--- config.mk ---
export PLATFORM = sky130hd
export DESIGN_NAME = cfetch_align
export DESIGN_NICKNAME = d
export VERILOG_FILES = /design/src/rtl/cfa_pkg.sv /design/src/rtl/cfa_assemble.sv /design/src/rtl/cfa_pc_step.sv /design/src/rtl/cfetch_align.sv
export SDC_FILE = /design/constraint.sdc
export NUM_CORES = 1
export LEC_CHECK = 0
export BUFFER_PORTS_ARGS = -buffer_cell sky130_fd_sc_hd__buf_2
export CORE_MARGIN = 2
export CORE_UTILIZATION = 49
export CTS_CLUSTER_SIZE = 12
export DETAILED_ROUTE_END_ITERATION = 16
export PLACE_DENSITY = 0.74
export SLEW_MARGIN = 0
export SYNTH_ARGS = -nofsm -noshare
export SYNTH_HDL_FRONTEND = slang
export SYNTH_HIERARCHICAL = 1
export SYNTH_SLANG_ARGS = --single-unit
export TNS_END_PERCENT = 50
--- constraint.sdc ---
create_clock -name clk -period 5.28 [get_ports clk]
set_input_delay 0.528 -clock clk [delete_from_list [all_inputs] [get_ports clk]]
set_output_delay 0.528 -clock clk [all_outputs]
set_load 0.03 [all_outputs]
--- src/rtl/cfa_pkg.sv ---
package cfa_pkg;
  // low two bits of an instruction decide its length
  localparam logic [1:0] FULL_TAG = 2'b11;

  function automatic logic is_short(input logic [1:0] lo);
    return lo != FULL_TAG;
  endfunction
endpackage

--- src/rtl/cfa_assemble.sv ---
module cfa_assemble #(
  parameter int ILEN = 32
) (
  input  logic            mid_i,
  input  logic            upper_i,
  input  logic [ILEN-1:0] word_i,
  input  logic [ILEN-1:0] held_i,
  output logic [ILEN-1:0] insn_o,
  output logic            done_o,
  output logic            more_o,
  output logic            mid_o
);
  import cfa_pkg::*;
  localparam int HALF = ILEN / 2;

  logic [HALF-1:0] lo_h, hi_h;
  assign lo_h = word_i[HALF-1:0];
  assign hi_h = word_i[ILEN-1:HALF];

  always_comb begin
    insn_o = held_i;
    done_o = 1'b0;
    more_o = 1'b1;
    mid_o  = 1'b0;
    if (mid_i) begin
      insn_o = {lo_h, held_i[HALF-1:0]};
      done_o = 1'b1;
      more_o = 1'b0;
    end else if (!upper_i) begin
      done_o = 1'b1;
      if (is_short(lo_h[1:0])) begin
        insn_o = {{HALF{1'b0}}, lo_h};
        more_o = 1'b0;
      end else begin
        insn_o = word_i;
      end
    end else begin
      insn_o = {{HALF{1'b0}}, hi_h};
      done_o = is_short(hi_h[1:0]);
      mid_o  = !is_short(hi_h[1:0]);
    end
  end
endmodule

--- src/rtl/cfa_pc_step.sv ---
module cfa_pc_step #(
  parameter int ADDR_W = 32
) (
  input  logic [ADDR_W-1:0] base_i,
  input  logic              short_i,
  output logic [ADDR_W-1:0] next_o
);
  localparam logic [ADDR_W-1:0] STEP_S = ADDR_W'(2);
  localparam logic [ADDR_W-1:0] STEP_F = ADDR_W'(4);

  assign next_o = base_i + (short_i ? STEP_S : STEP_F);
endmodule

--- src/rtl/cfetch_align.sv ---
module cfetch_align #(
  parameter int          ILEN     = 32,
  parameter int          ADDR_W   = 32,
  parameter logic [31:0] NOP_WORD = 32'h0000_0013
) (
  input  logic              clk,
  input  logic              rst,
  input  logic              flush_i,
  input  logic              fetch_vld_i,
  input  logic [ILEN-1:0]   fetch_word_i,
  input  logic [ADDR_W-1:0] fetch_pc_i,
  input  logic              consume_i,
  output logic [ILEN-1:0]   insn_o,
  output logic              insn_rdy_o,
  output logic              comp_o,
  output logic              more_o,
  output logic [ADDR_W-1:0] next_pc_o
);
  import cfa_pkg::*;
  localparam int HALF = ILEN / 2;

  logic [ILEN-1:0]   insn_q;
  logic              rdy_q, more_q, mid_q;
  logic [ADDR_W-1:0] addr_q, npc_q;

  logic [ILEN-1:0]   a_insn;
  logic              a_done, a_more, a_mid;
  logic [ADDR_W-1:0] step_base, step_next;
  logic              take, clr;

  assign clr  = rst | flush_i;
  assign take = fetch_vld_i & (~rdy_q | consume_i);

  cfa_assemble #(.ILEN(ILEN)) asm_i (
    .mid_i   (mid_q),
    .upper_i (fetch_pc_i[1]),
    .word_i  (fetch_word_i),
    .held_i  (insn_q),
    .insn_o  (a_insn),
    .done_o  (a_done),
    .more_o  (a_more),
    .mid_o   (a_mid)
  );

  assign step_base = mid_q ? addr_q : fetch_pc_i;

  cfa_pc_step #(.ADDR_W(ADDR_W)) step_i (
    .base_i  (step_base),
    .short_i (is_short(a_insn[1:0])),
    .next_o  (step_next)
  );

  always_ff @(posedge clk) begin
    if (clr) begin
      insn_q <= ILEN'(NOP_WORD);
      rdy_q  <= 1'b0;
      more_q <= 1'b1;
      mid_q  <= 1'b0;
      addr_q <= '0;
      npc_q  <= '0;
    end else if (take) begin
      insn_q <= a_insn;
      rdy_q  <= a_done;
      more_q <= a_more;
      mid_q  <= a_mid;
      if (!mid_q) addr_q <= fetch_pc_i;
      if (a_done) npc_q <= step_next;
    end else if (consume_i) begin
      rdy_q <= 1'b0;
    end
  end

  assign insn_o     = insn_q;
  assign insn_rdy_o = rdy_q;
  assign comp_o     = is_short(insn_q[1:0]);
  assign more_o     = more_q;
  assign next_pc_o  = npc_q;

  AST_PEND_UPPER_ZERO: assert property (@(posedge clk) disable iff (rst)
    mid_q |-> insn_q[ILEN-1:HALF] == '0);
  AST_READY_HOLD: assert property (@(posedge clk) disable iff (rst)
    (rdy_q && !consume_i && !flush_i) |=> (rdy_q && $stable(insn_q)));
  AST_FLUSH_STATE: assert property (@(posedge clk) disable iff (rst)
    flush_i |=> (!rdy_q && more_q && !mid_q && insn_q == ILEN'(NOP_WORD)));
  AST_PC_STEP: assert property (@(posedge clk) disable iff (rst)
    rdy_q |-> (npc_q - addr_q) == (comp_o ? ADDR_W'(2) : ADDR_W'(4)));
  AST_SHORT_UPPER_ZERO: assert property (@(posedge clk) disable iff (rst)
    (rdy_q && comp_o) |-> insn_q[ILEN-1:HALF] == '0);
  AST_NO_READY_PENDING: assert property (@(posedge clk) disable iff (rst)
    mid_q |-> (!rdy_q && more_q));
endmodule

==> results_dict.tcl, run 1 <==
set metrics [dict create \
    power.leakage_uw 0.00268 \
    synth_compound_area_frac 0.167 \
    nNetsFinal 846 \
    rsz0062_at_grt "false" \
    die_h_um 114 \
    rows 40 \
    vias 5403 \
    grt_max_degree 100 \
    min_path_type "in2reg" \
    period_share 0.605 \
    cp_cell_sequence "buf_2 > mux2i_1 > o21ai_1 > nand2_1 > ha_1 > fa_1 > nand4_1 > nor4_1 > nand4_1 > xnor2_1 > nand3_1 > a21oi_1" \
    critPathCaptureType "register" \
    ys_types 41 \
    path_buf_inv 1 \
    wl_per_cell_um 16.5 \
    grt_pass1_vias 5000 \
    syn-instance-count 695 \
    setup_tns_ns 0 \
    cts_setup_buffers 0 \
    cts_hold_repair.buffers 0 \
    clk_pin_slew_worst_paths_ns 0.06 \
    die_w_um 114 \
    cts.path.max_buffers 2 \
    gr-total-overflow 0 \
    fin_cells 926 \
    grt_use_total 0.236 \
    dr.pass1.iters 5 \
    grt_pass1_wl_um 24900 \
    hold_viol 0 \
    cts_root_buf "clkbuf_16" \
    regToRegEndpoint "next_pc_o[21]$_SDFFE_PP0P_" \
    crit_family "simple AND/OR/NAND/NOR gates" \
    cts_tree "built" \
    io_buffers 135 \
    initial_utilization 0.496 \
    mostFrequentLayoutCells "135 x buf_2, 98 x dfxtp_1, 96 x a21oi_1" \
    synth_nets 767 \
    dp_cells 910 \
    muxShareOfSynthArea 0.107 \
    rrSetupSlack_ns 2.16 \
    reg2reg_depth 10 \
    cpPeakStageDelay_ns 0.67 \
    dieArea_mm2 0.0129 \
    regToRegStartpoint "mid_q$_SDFFE_PP0P_" \
    ys_ff_latch 99 \
    synth_adder_area_share 0.00765 \
    insertion_delay_ns 0.35 \
    coreArea_mm2 0.0119 \
    areaGrowthSynthToFinish_pct 12.6 \
    dp_hpwl_um 9820 \
    fmax_mhz 313 \
    cts_buffers 9 \
    cts_resized 0 \
    hold_depth 3 \
    required_ns 5.55 \
    hold_end "insn_o[4]$_SDFFE_PP1P_" \
    netlist_area_mm2 0.00589 \
    cts_sinks 99 \
    synth_top_family_by_area "simple AND/OR/NAND/NOR gates" \
    worst_path_most_repeated_cell "nand4_1" \
    wl_um 15200 \
    cp-startpoint "fetch_pc_i[1]" \
    setup_viol 0 \
    ir_drop_mv 0.130 \
    slowest_stage "nor4_1" \
    path_class "in2reg" \
    io_pins 136 \
    worst_pin_slew_ns 1.25 \
    drv_slew 0 \
    status "complete, no violations" \
    route.antenna.remaining_nets 0 \
    finClkSkew_ns 0.00650 \
    period_minus_slack_ns 3.20 \
    synth-xor-area-share 0.0431 \
    p_per_area_mw_per_mm2 262 \
    diodes 0 \
    layout_commonest_cell "buf_2" \
    worstSetupStartpointType "input port" \
    synth_simple_gate_area_share 0.254 \
    viasPerCell 5.83 \
    cp_max_fo 22 \
    htreeDepth 3 \
    yosysSeqAreaShare 0.337 \
    drive_gt1_frac 0.307 \
    drt_iter0_markers 424 \
    place_congestion 0.836 \
    ys.warnings.count 6 \
    cap_violations 0 \
    antenna_found_initial 0 \
    slew_headroom 0.170 \
    syn_area_per_cell_um2 8.47 \
    hp-start "rst" \
    critical_path_arrival_ns 3.46 \
    drcViolationCount 0 \
]
-- flip-flops by register name (all words and copies together), names as in the netlist --
| name | flops |
|---|---|
| addr_q | 32 |
| next_pc_o | 32 |
| mid_q | 1 |
| more_o | 1 |
| insn_rdy_o | 1 |
| insn_o | 32 |
-- routing by layer --
metal,GRT usage,vias up,share of wire
li1,-,2614,-
met1,0.325,2597,0.45
met2,0.379,171,0.47
met3,0.0335,21,0.058
met4,0.0886,0,0.020
met5,0,-,0
-- final cells by class --
| cell class | count | area [um^2] |
|---|---|---|
| Timing Repair Buffer | 139 | 706 |
| Clock buffer | 13 | 282 |
| Sequential cell | 99 | 1990 |
| Inverter | 8 | 30.0 |
| Clock inverter | 3 | 18.8 |
| Fill cell | 1070 | 5230 |
| Multi-Input combinational cell | 517 | 3420 |
| Tap cell | 147 | 184 |
-- per-stage QoR --
| step | area (um^2) | hold slack, ns | util | setup slack (ns) | total power (uW) |
|---|---|---|---|---|---|
| floorplan | 5890 | 0.489 | - | 2.64 | 1020 |
| global placement | 6330 | 0.460 | 0.533 | 1.87 | 1090 |
| detailed placement | 6330 | 0.467 | 0.533 | 1.79 | 1100 |
| CTS | 6630 | 0.454 | 0.559 | 2.14 | 1750 |
| global route | 6630 | 0.475 | 0.559 | 1.79 | 1810 |
| finish | 6630 | 0.465 | 0.559 | 2.08 | 1740 |
-- cells in the mapped netlist, drive strengths merged --
cell	n	area [um^2]
dfxtp	99	1980
a21oi	96	480
o21ai	96	480
nand3	78	395
nor3	74	566
buf	56	413
nand2	44	165
mux2	32	469
mux2i	16	160
nand2b	16	100
clkbuf	15	58.8
xor2	15	131
xnor2	14	123
inv	8	30.0
nand4	6	43.8
nor2	6	22.5
nor4	6	86.3
and4	3	26.3
and3b	2	17.5
ha	2	25.0
o21a	2	15.0
a21o	1	7.51
and2	1	6.26
and4b	1	10.0
fa	1	20.0
nand3b	1	20.0
nor2b	1	6.26
or2	1	6.26
or4	1	11.3
or4b	1	10.0
-- power breakdown --
group | switching [uW] | internal (uW)
logic | 183 | 112
registers | 16.2 | 772
clock network | 282 | 374
total | 481 | 1260
-- worst reg2reg max path: cells and delay by family, from the launching register on --
family	cells	cell delay, ns
and+or+nand+nor	5	1.30
DFF	1	0.75
adders and majority gates	2	0.46
AOI/OAI and AO/OA	2	0.36
xor gates and xnor gates	1	0.18
-- worst max-delay path by stage --
stage	endpoint	depth (start not counted)	slack (ns)
after floorplan	next_pc_o[28]$_SDFFE_PP0P_	13	2.64
after global routing	next_pc_o[21]$_SDFFE_PP0P_	12	1.79
after CTS	next_pc_o[21]$_SDFFE_PP0P_	12	2.14
after global placement	next_pc_o[28]$_SDFFE_PP0P_	12	1.87
final	next_pc_o[21]$_SDFFE_PP0P_	12	2.08
after detailed placement	next_pc_o[26]$_SDFFE_PP0P_	12	1.79
-- logic make-up (layout without fill, tap and decap cells) --
group,after synthesis,in the layout
simple gates,242,242
compound gates,195,195
flops,99,99
buf+inv,79,163
mux,48,48
xor+xnor,29,29
fa+ha+maj,3,3
Note: power is estimated with default switching activity, not from simulation.
==> run 2, diff against run 1 <==
==> constraint.sdc (replaced) <==
create_clock -name clk -period 3.34 [get_ports clk]
set_input_delay 0.334 -clock clk [delete_from_list [all_inputs] [get_ports clk]]
set_output_delay 0.334 -clock clk [all_outputs]
set_load 0.03 [all_outputs]
==> run 2 against run 1 <==
Global-route usage grew 0.66 points. Combinational power grew 63%. Core utilization grew 0.56 points. Critical path type is now reg2reg.
==> results_dict.tcl, run 2 (same netlist as run 1, synthesis figures left out) <==
set metrics [dict create \
    die_h_um 114 \
    die_w_um 114 \
    drcViolationCount 0 \
    period_share 0.895 \
    wl_um 15900 \
    slew_headroom 0.214 \
    dieArea_mm2 0.0129 \
    clk_pin_slew_worst_paths_ns 0.07 \
    required_ns 3.62 \
    hold_viol 0 \
    rows 40 \
    endpoint "next_pc_o[27]$_SDFFE_PP0P_" \
    layout_commonest_cell "buf_2" \
    cap_violations 0 \
    critical_path_arrival_ns 3.27 \
    power.leakage_uw 0.00271 \
    cts_hold_repair.buffers 0 \
    vias 5427 \
    grt_use_total 0.243 \
    period_minus_slack_ns 2.99 \
    cts.path.max_buffers 2 \
    p_total_uw 2850 \
    setup_viol 0 \
    design_area_mm2 0.00669 \
    cts_resized 0 \
    min_path_type "in2reg" \
    cts_sinks 99 \
    drt_iter0_markers 394 \
    place_congestion 0.903 \
    worst_pin_slew_ns 1.18 \
    viasPerCell 5.83 \
    cp_cell_sequence "buf_4 > mux2_4 > and4_1 > nand3_1 > nor3_1 > xor2_1 > nand3_1 > a21oi_1" \
    path_class "reg2reg" \
    setup_tns_ns 0 \
    worstSetupStartpointType "register" \
    finClkSkew_ns 0.00493 \
    grt-busiest-layer "met2" \
    grt_max_degree 100 \
    diodes 0 \
    pre_cts_ws_ns 0.388 \
    cts_buffers 9 \
    critPathCaptureType "register" \
    cp_max_fo 78 \
    grt_pass1_wl_um 25400 \
    regToRegEndpoint "next_pc_o[27]$_SDFFE_PP0P_" \
    status "complete, no violations" \
    dr.pass1.iters 7 \
    io_buffers 135 \
    rrSetupSlack_ns 0.35 \
    worst_path_most_repeated_cell "nand3_1" \
    dp_hpwl_um 10500 \
    slowest_stage "buf_4" \
    htreeDepth 3 \
    reg2reg_depth 8 \
    nNetsFinal 851 \
    gr-total-overflow 0 \
    p_per_area_mw_per_mm2 425 \
    drv_slew 0 \
    drive_gt1_frac 0.313 \
    cp-startpoint "mid_q$_SDFFE_PP0P_" \
    wl_per_cell_um 17.0 \
    met1_usage 0.334 \
    initial_utilization 0.496 \
    crit_family "simple AND/OR/NAND/NOR gates" \
    fmax_mhz 334 \
    mostFrequentLayoutCells "135 x buf_2, 98 x dfxtp_1, 96 x a21oi_1" \
    regToRegStartpoint "mid_q$_SDFFE_PP0P_" \
    antenna_found_initial 0 \
    grt_pass1_vias 5152 \
    insertion_delay_ns 0.36 \
    route.antenna.remaining_nets 0 \
    rsz0062_at_grt "false" \
    areaGrowthSynthToFinish_pct 13.7 \
    cts_tree "built" \
    fin_ws_ns 0.350 \
    dpl_cell_area_mm2 0.00638 \
    cpPeakStageDelay_ns 0.70 \
    grt.met3_usage 0.0383 \
    io_pins 136 \
    coreArea_mm2 0.0119 \
    crit_cells 8 \
    path_buf_inv 1 \
    cts_root_buf "clkbuf_16" \
    ir_drop_mv 0.227 \
    cts_setup_buffers 0 \
    grt_use_met2 0.384 \
]
==> run 2: report_power, final <==
group,leakage [uW],internal [uW],switching [uW],total (uW)
sequential,0.000807,1220,24.6,1240
clock,0.000156,655,470,1120
combinational,0.00175,180,297,478
==> run 2: worst register-to-register path, cell delays in order (launching register included) <==
cell,delay (ns)
dfxtp_4,0.55
buf_4,0.71
mux2_4,0.36
and4_1,0.27
nand3_1,0.29
nor3_1,0.30
xor2_1,0.19
nand3_1,0.09
a21oi_1,0.16
==> run 2: per-stage QoR <==
stage	util	hold slack, ns	std cells
3_5_place_dp	0.538	0.465	915
5_1_grt	0.564	0.269	931
3_3_place_gp	0.538	0.460	915
4_1_cts	0.564	0.248	931
6_report	0.564	0.266	931
2_1_floorplan	-	0.464	695
==> run 2: final cells by class <==
cell class | count | area (um^2)
Fill cell | 1101 | 5170
Clock buffer | 9 | 225
Multi-Input combinational cell | 517 | 3420
Timing Repair Buffer | 144 | 756
Inverter | 8 | 30.0
Sequential cell | 99 | 1990
Clock inverter | 7 | 91.3
Tap cell | 147 | 184
==> run 2: worst min-delay path by stage <==
stage / start / end / slack [ns] / cells after the start
final: flush_i / insn_o[1]$_SDFFE_PP1P_ / 0.27 / 3
after detailed placement: insn_o[24]$_SDFFE_PP0P_ / insn_o[24]$_SDFFE_PP0P_ / 0.46 / 2
after global routing: rst / insn_o[1]$_SDFFE_PP1P_ / 0.27 / 3
after CTS: rst / insn_o[1]$_SDFFE_PP1P_ / 0.25 / 3
after global placement: insn_o[24]$_SDFFE_PP0P_ / insn_o[24]$_SDFFE_PP0P_ / 0.46 / 2
after floorplan: rst / insn_o[0]$_SDFFE_PP1P_ / 0.46 / 2
==> run 2: layer usage <==
layer  wire [um]  vias to the layer above
met2        7450                      198
li1            -                     2630
met1        7090                     2572
met5           0                        -
met4         370                        0
met3         959                       27
